### src/rtl/cinv_pkg.sv
package cinv_pkg;

  typedef enum logic [1:0] {
    ARR_SPLIT = 2'd0,
    ARR_UNI_I = 2'd1,
    ARR_UNI_D = 2'd2,
    ARR_NONE  = 2'd3
  } arr_mode_e;

  typedef struct packed {
    logic dis_i;
    logic dis_d;
    logic keep_i;
    logic keep_d;
  } inv_cfg_t;

  typedef struct packed {
    logic sel_i;
    logic sel_d;
    logic wide;
  } inv_plan_t;

  typedef enum logic {
    SEQ_IDLE  = 1'b0,
    SEQ_SWEEP = 1'b1
  } seq_state_e;

endpackage

### src/rtl/cinv_decode.sv
module cinv_decode
  import cinv_pkg::*;
(
  input  inv_cfg_t  cfg_i,
  output arr_mode_e mode_o,
  output inv_plan_t plan_o
);

  always_comb begin
    unique case ({cfg_i.dis_i, cfg_i.dis_d})
      2'b00:   mode_o = ARR_SPLIT;
      2'b01:   mode_o = ARR_UNI_I;
      2'b10:   mode_o = ARR_UNI_D;
      default: mode_o = ARR_NONE;
    endcase
  end

  always_comb begin
    plan_o = '0;
    unique case (mode_o)
      ARR_SPLIT: begin
        // keep bits are active-high protections
        plan_o.sel_i = ~cfg_i.keep_i;
        plan_o.sel_d = ~cfg_i.keep_d;
        plan_o.wide  = 1'b0;
      end
      ARR_UNI_I: begin
        plan_o.sel_i = 1'b1;
        plan_o.wide  = 1'b1;
      end
      ARR_UNI_D: begin
        plan_o.sel_d = 1'b1;
        plan_o.wide  = 1'b1;
      end
      default: plan_o = '0;
    endcase
  end

endmodule

### src/rtl/cinv_idx_ctr.sv
module cinv_idx_ctr #(
  parameter int IDX_W = 7
) (
  input  logic             clk,
  input  logic             rst_n,
  input  logic             load_i,
  input  logic             step_i,
  input  logic [IDX_W-1:0] last_i,
  output logic [IDX_W-1:0] idx_o,
  output logic             at_last_o
);

  logic [IDX_W-1:0] idx_d;
  logic             idx_en;

  always_comb begin
    idx_en = load_i | step_i;
    if (load_i) idx_d = '0;
    else        idx_d = idx_o + IDX_W'(1);
  end

  always_ff @(posedge clk or negedge rst_n) begin
    if (!rst_n)      idx_o <= '0;
    else if (idx_en) idx_o <= idx_d;
  end

  assign at_last_o = (idx_o == last_i);

  // consecutive stepping while stepping
  a_r8_idx_step: assert property (@(posedge clk) disable iff (!rst_n)
    (step_i && !load_i) |=> (idx_o == $past(idx_o) + IDX_W'(1)));

endmodule

### src/rtl/cinv_seq.sv
module cinv_seq
  import cinv_pkg::*;
#(
  parameter int LINE_BYTES = 16,
  parameter int SIDE_BYTES = 1024
) (
  input  logic       clk,
  input  logic       rst_n,
  input  logic       start_i,
  input  logic       dis_icache_i,
  input  logic       dis_dcache_i,
  input  logic       keep_icache_i,
  input  logic       keep_dcache_i,
  output logic [6:0] line_idx_o,
  output logic       clr_icache_o,
  output logic       clr_dcache_o,
  output logic       busy_o,
  output logic       done_o
);

  localparam int SIDE_LINES = SIDE_BYTES / LINE_BYTES;
  localparam int UNI_LINES  = 2 * SIDE_LINES;
  localparam int IDX_W      = $clog2(UNI_LINES);

  inv_cfg_t   cfg;
  arr_mode_e  mode;
  inv_plan_t  plan;

  seq_state_e       state_q, state_d;
  logic             sel_i_q, sel_i_d;
  logic             sel_d_q, sel_d_d;
  logic [IDX_W-1:0] last_q, last_d;
  logic             done_q, done_d;
  logic             cfg_en, ctr_load, ctr_step, at_last;
  logic [IDX_W-1:0] idx;

  assign cfg = '{dis_i: dis_icache_i, dis_d: dis_dcache_i,
                 keep_i: keep_icache_i, keep_d: keep_dcache_i};

  cinv_decode u_decode (
    .cfg_i  (cfg),
    .mode_o (mode),
    .plan_o (plan)
  );

  cinv_idx_ctr #(.IDX_W(IDX_W)) u_ctr (
    .clk       (clk),
    .rst_n     (rst_n),
    .load_i    (ctr_load),
    .step_i    (ctr_step),
    .last_i    (last_q),
    .idx_o     (idx),
    .at_last_o (at_last)
  );

  // next-state
  always_comb begin
    state_d  = state_q;
    sel_i_d  = sel_i_q;
    sel_d_d  = sel_d_q;
    last_d   = last_q;
    done_d   = 1'b0;
    cfg_en   = 1'b0;
    ctr_load = 1'b0;
    ctr_step = 1'b0;
    unique case (state_q)
      SEQ_IDLE: begin
        if (start_i) begin
          if (plan.sel_i || plan.sel_d) begin
            cfg_en   = 1'b1;
            ctr_load = 1'b1;
            sel_i_d  = plan.sel_i;
            sel_d_d  = plan.sel_d;
            last_d   = plan.wide ? IDX_W'(UNI_LINES - 1) : IDX_W'(SIDE_LINES - 1);
            state_d  = SEQ_SWEEP;
          end else begin
            done_d = 1'b1;
          end
        end
      end
      SEQ_SWEEP: begin
        ctr_step = ~at_last;
        if (at_last) begin
          state_d = SEQ_IDLE;
          done_d  = 1'b1;
        end
      end
      default: state_d = SEQ_IDLE;
    endcase
  end

  // registers
  always_ff @(posedge clk or negedge rst_n) begin
    if (!rst_n) begin
      state_q <= SEQ_IDLE;
      done_q  <= 1'b0;
    end else begin
      state_q <= state_d;
      done_q  <= done_d;
    end
  end

  always_ff @(posedge clk or negedge rst_n) begin
    if (!rst_n) begin
      sel_i_q <= 1'b0;
      sel_d_q <= 1'b0;
      last_q  <= '0;
    end else if (cfg_en) begin
      sel_i_q <= sel_i_d;
      sel_d_q <= sel_d_d;
      last_q  <= last_d;
    end
  end

  assign busy_o       = (state_q == SEQ_SWEEP);
  assign clr_icache_o = busy_o & sel_i_q;
  assign clr_dcache_o = busy_o & sel_d_q;
  assign done_o       = done_q;
  assign line_idx_o   = 7'(idx);

  // parallel clears stay within the split depth
  a_r2_split_bound: assert property (@(posedge clk) disable iff (!rst_n)
    (clr_icache_o && clr_dcache_o) |-> (int'(line_idx_o) < SIDE_LINES));

  // completion pulse accompanies the end of busy
  a_r9_done_on_fall: assert property (@(posedge clk) disable iff (!rst_n)
    $fell(busy_o) |-> done_o);

  a_r9_done_not_busy: assert property (@(posedge clk) disable iff (!rst_n)
    done_o |-> !busy_o);

  // busy holds until the last index
  a_r10_busy_hold: assert property (@(posedge clk) disable iff (!rst_n)
    (busy_o && (idx != last_q)) |=> busy_o);

  // strobe pattern is frozen for the whole sweep
  a_r11_sel_hold: assert property (@(posedge clk) disable iff (!rst_n)
    busy_o |=> (!busy_o || (clr_icache_o == $past(clr_icache_o) &&
                            clr_dcache_o == $past(clr_dcache_o))));

endmodule

### config.mk
export PLATFORM = sky130hd
export DESIGN_NAME = cinv_seq
export DESIGN_NICKNAME = d
export VERILOG_FILES = /design/src/rtl/cinv_pkg.sv /design/src/rtl/cinv_decode.sv /design/src/rtl/cinv_idx_ctr.sv /design/src/rtl/cinv_seq.sv
export SDC_FILE = /design/constraint.sdc
export NUM_CORES = 1
export LEC_CHECK = 0
export CAP_MARGIN = 5
export CORE_MARGIN = 2
export CORE_UTILIZATION = 45
export CTS_CLUSTER_SIZE = 24
export DETAILED_ROUTE_END_ITERATION = 12
export DONT_BUFFER_PORTS = 1
export GPL_TIMING_DRIVEN = 0
export SETUP_SLACK_MARGIN = 0.2
export SKIP_LAST_GASP = 1
export SLEW_MARGIN = 20
export SYNTH_ARGS = -nofsm -noshare
export SYNTH_HDL_FRONTEND = slang
export SYNTH_SLANG_ARGS = --single-unit
### constraint.sdc
create_clock -name clk -period 2.1 [get_ports clk]
set_input_delay 0.105 -clock clk [delete_from_list [all_inputs] [get_ports clk]]
set_output_delay 0.105 -clock clk [all_outputs]
set_load 0.02 [all_outputs]
==> results.md <==
- Crit path max-delay family: simple AND/OR/NAND/NOR gates
- Post-synthesis sequential area ratio: 0.4326
- Worst min path class: primary input to flop
- Slew @ Worst Pin: 0.6261 ns
- Slew margin rel.: 0.5812
- Setup TNS: 0 ns
- Placed Instances: 91
- CTS tree: yes
- IO Pins: 18
- Int Pwr: 0.6183 mW
- Final net count: 92
- RSZ-0062 raised after global routing: no
- WL final: 1268 microns
- Final hold vios: 0
- Synth area leaders: dfrtp_1 (43%), mux2i_1 (9.3%), nand2_1 (8.5%)
- DP HPWL: 944.8 microns
- DR iter-0 viols: 5
- Comb pwr share: 0.343
- Sequential power share: 0.529
- CP Data Required Time: 2.29 ns
- Syn Area/Cell: 10.03 sq um
- Peak supply drop: 0.6348 mV
- Net count after synthesis: 86
- CP Capture Type: flop
- Final Slew Violations: 0
- CTS clk-pin slew, worst paths: 0.07 ns
- Clock power frac: 0.128
- Antenna cell count: 0
- Area Growth Syn to Fin: 8.819%
- Global router's overall resource usage: 0.1486
- Final Skew: 0.01007 ns
- Area of the multi-input gates: 422.9 sq um
- Setup crit start kind: flop
- Pre-CTS setup slack: 0.2707 ns
- Yosys cell types: 26
- Chip Width: 44.88 microns
- Clock sink count: 13
- Asr flop ratio synth: 1.000
- ANT nets after route: 0
- Final period util: 0.8485
- Chip Height: 44.88 microns
- FF+latch count, synth: 13
- First-pass GRT wire length: 2152 microns
- Post-CTS setup buffer count: 0
- Final Hold Slack: 0.08212 ns
- Non-filler cells, final: 96
- DR DRC count: 0
- Setup CP Type: flop to flop
- Post-synth EDFFs: 0
- Final global-route overflow total: 0
- PD cells: 1414 nW/um^2
- Gate Count Post-Synth: 75
- Die area: 2014 sq um
- Via count: 534
- Initial core utilization: 0.4878
- Netlist Area Pre-Place: 752.0 sq um
- Vias in the first global route: 486
- Final min period: 1.782 ns
- Row cnt: 14
- Clk Latency, worst-skew pair: 0.27 ns
- Largest net degree at the start of global routing: 14
- Switching share of power: 0.4658
- Layout cells sized above 1: 0.1250
- Maxcap violations: 0
- Core Box Area: 1541 sq um
- Cell taking the most area after synthesis: dfrtp_1
- Slowest CP cell: or4_1
- Status: completed
- Crit path buf inv count: 0
- Synth top area share: 0.4326
- Critical path arrival: 1.97 ns
- CP Max Fanout: 8
- Number of fill cells: 144
- # setup viols final: 0
- H-tree levels: 1
- Sequence of cells on the critical path: or4_1 -> o22a_4 -> o21ai_4 -> mux2i_1
- Routability cong.: 0.7019
- Commonest non-fill, non-tap cell in the layout: nand2_1
- Initial antenna violation count: 0
- CTS buffer count: 3
- Max frequency: 0.5612 GHz
- Commonest cells after routing, fill and taps aside: nand2_1 (17), dfrtp_1 (11), mux2i_1 (7)
- Slowest stage delay, CP: 0.56 ns
- Port Buffers: 0
- Clock tree buffer depth: 2
- DR vias/cell: 5.563
- Switching Power: 0.5390 mW
- Lkg Pwr: 0.3794 nW
- Area after DPL: 772.0 sq um
- Setup slack after layout: 0.3181 ns
- Clock Tree Root: clkbuf_4
- First-pass iteration count of the detailed router: 2
- Most used DFF post-synth: dfrtp_1
- Routed wire length per instance: 13.21 microns
- Area occupied by registers: 327.8 sq um
- Fin area: 818.3 sq um
- Yosys warnings: 0
## cell type report
class,instances,share of cell area
Sequential cell,13,0.4006
Timing Repair Buffer,1,0.01223
Tap cell,16,0.02446
Multi-Input combinational cell,59,0.5168
Clock buffer,4,0.03211
Inverter,3,0.01376
## power groups by stage
stage	Clock [mW]	Combinational (mW)	Sequential, mW
6_report	0.149	0.397	0.612
5_1_grt	0.165	0.444	0.641
4_1_cts	0.154	0.393	0.610
3_5_place_dp	0	0.384	0.617
3_3_place_gp	0	0.378	0.611
2_1_floorplan	0	0.342	0.573
## registers in the layout, summed over array words and instances (netlist names)
name and cells:
sel_i_q 1, busy_o 1, done_o 1, u_ctr.idx_o 7, sel_d_q 1, last_q 2
## worst min-delay path: cells and delay by family
family / cells / cell delay, ns
compound gates: 1 / 0.12
simple gates: 2 / 0.09
## metal layers
| metal | GRT usage | up-vias | wire length [microns] |
|---|---|---|---|
| li1 | - | 274 | - |
| met1 | 0.1935 | 247 | 635 |
| met2 | 0.2174 | 13 | 562 |
| met3 | 0.08000 | 0 | 70 |
| met4 | 0.03529 | 0 | 0 |
| met5 | 0 | - | 0 |
## through the flow
step / util / total power [mW]
6_report: 0.5308 / 1.157
5_1_grt: 0.5308 / 1.250
4_1_cts: 0.5244 / 1.158
3_5_place_dp: 0.5008 / 1.001
3_3_place_gp: 0.5008 / 0.9893
2_1_floorplan: - / 0.9145
## Yosys cell counts (2+ instances only)
library cell	n
nand2_1	17
dfrtp_1	13
mux2i_1	7
ha_1	4
o21ai_1	4
inv_1	3
nor2_1	3
nor2b_1	3
and2_1	2
nor3_1	2
o21ai_0	2
## kinds of logic after synthesis
| logic type | Yosys count | share of synthesized area |
|---|---|---|
| AO/OA/AOI/OAI | 12 | 0.1448 |
| buffers and inverters | 3 | 0.01497 |
| XOR/XNOR | 1 | 0.01165 |
| AND/OR/NAND/NOR | 34 | 0.2213 |
| multiplexers | 8 | 0.1082 |
| adder cells (fa/ha/maj) | 4 | 0.06656 |
| flip-flops | 13 | 0.4326 |
## worst paths after layout
| path | end | cells after the start | slack, ns | from |
|---|---|---|---|---|
| max | u_ctr.idx_o[0]$_DFFE_PN0P_ | 4 | 0.32 | u_ctr.idx_o[0]$_DFFE_PN0P_ |
| min in group asynchronous | last_q[5]$_DFFE_PN0P_ | 1 | 0.27 | rst_n |
| max in group asynchronous | u_ctr.idx_o[0]$_DFFE_PN0P_ | 1 | 1.40 | rst_n |
| min | done_o$_DFF_PN0_ | 3 | 0.08 | keep_icache_i |
| min reg2reg | sel_i_q$_DFFE_PN0P_ | 2 | 0.48 | sel_i_q$_DFFE_PN0P_ |
| max reg2reg | u_ctr.idx_o[0]$_DFFE_PN0P_ | 4 | 0.32 | u_ctr.idx_o[0]$_DFFE_PN0P_ |
## what timing repair did
item	4_1_cts	5_1_grt
gates resized for setup	0	3
setup endpoints to repair	0	7
hold buffers	1	0
endpoints found under the hold margin	13	0
Note: power is estimated with default switching activity, not from simulation.
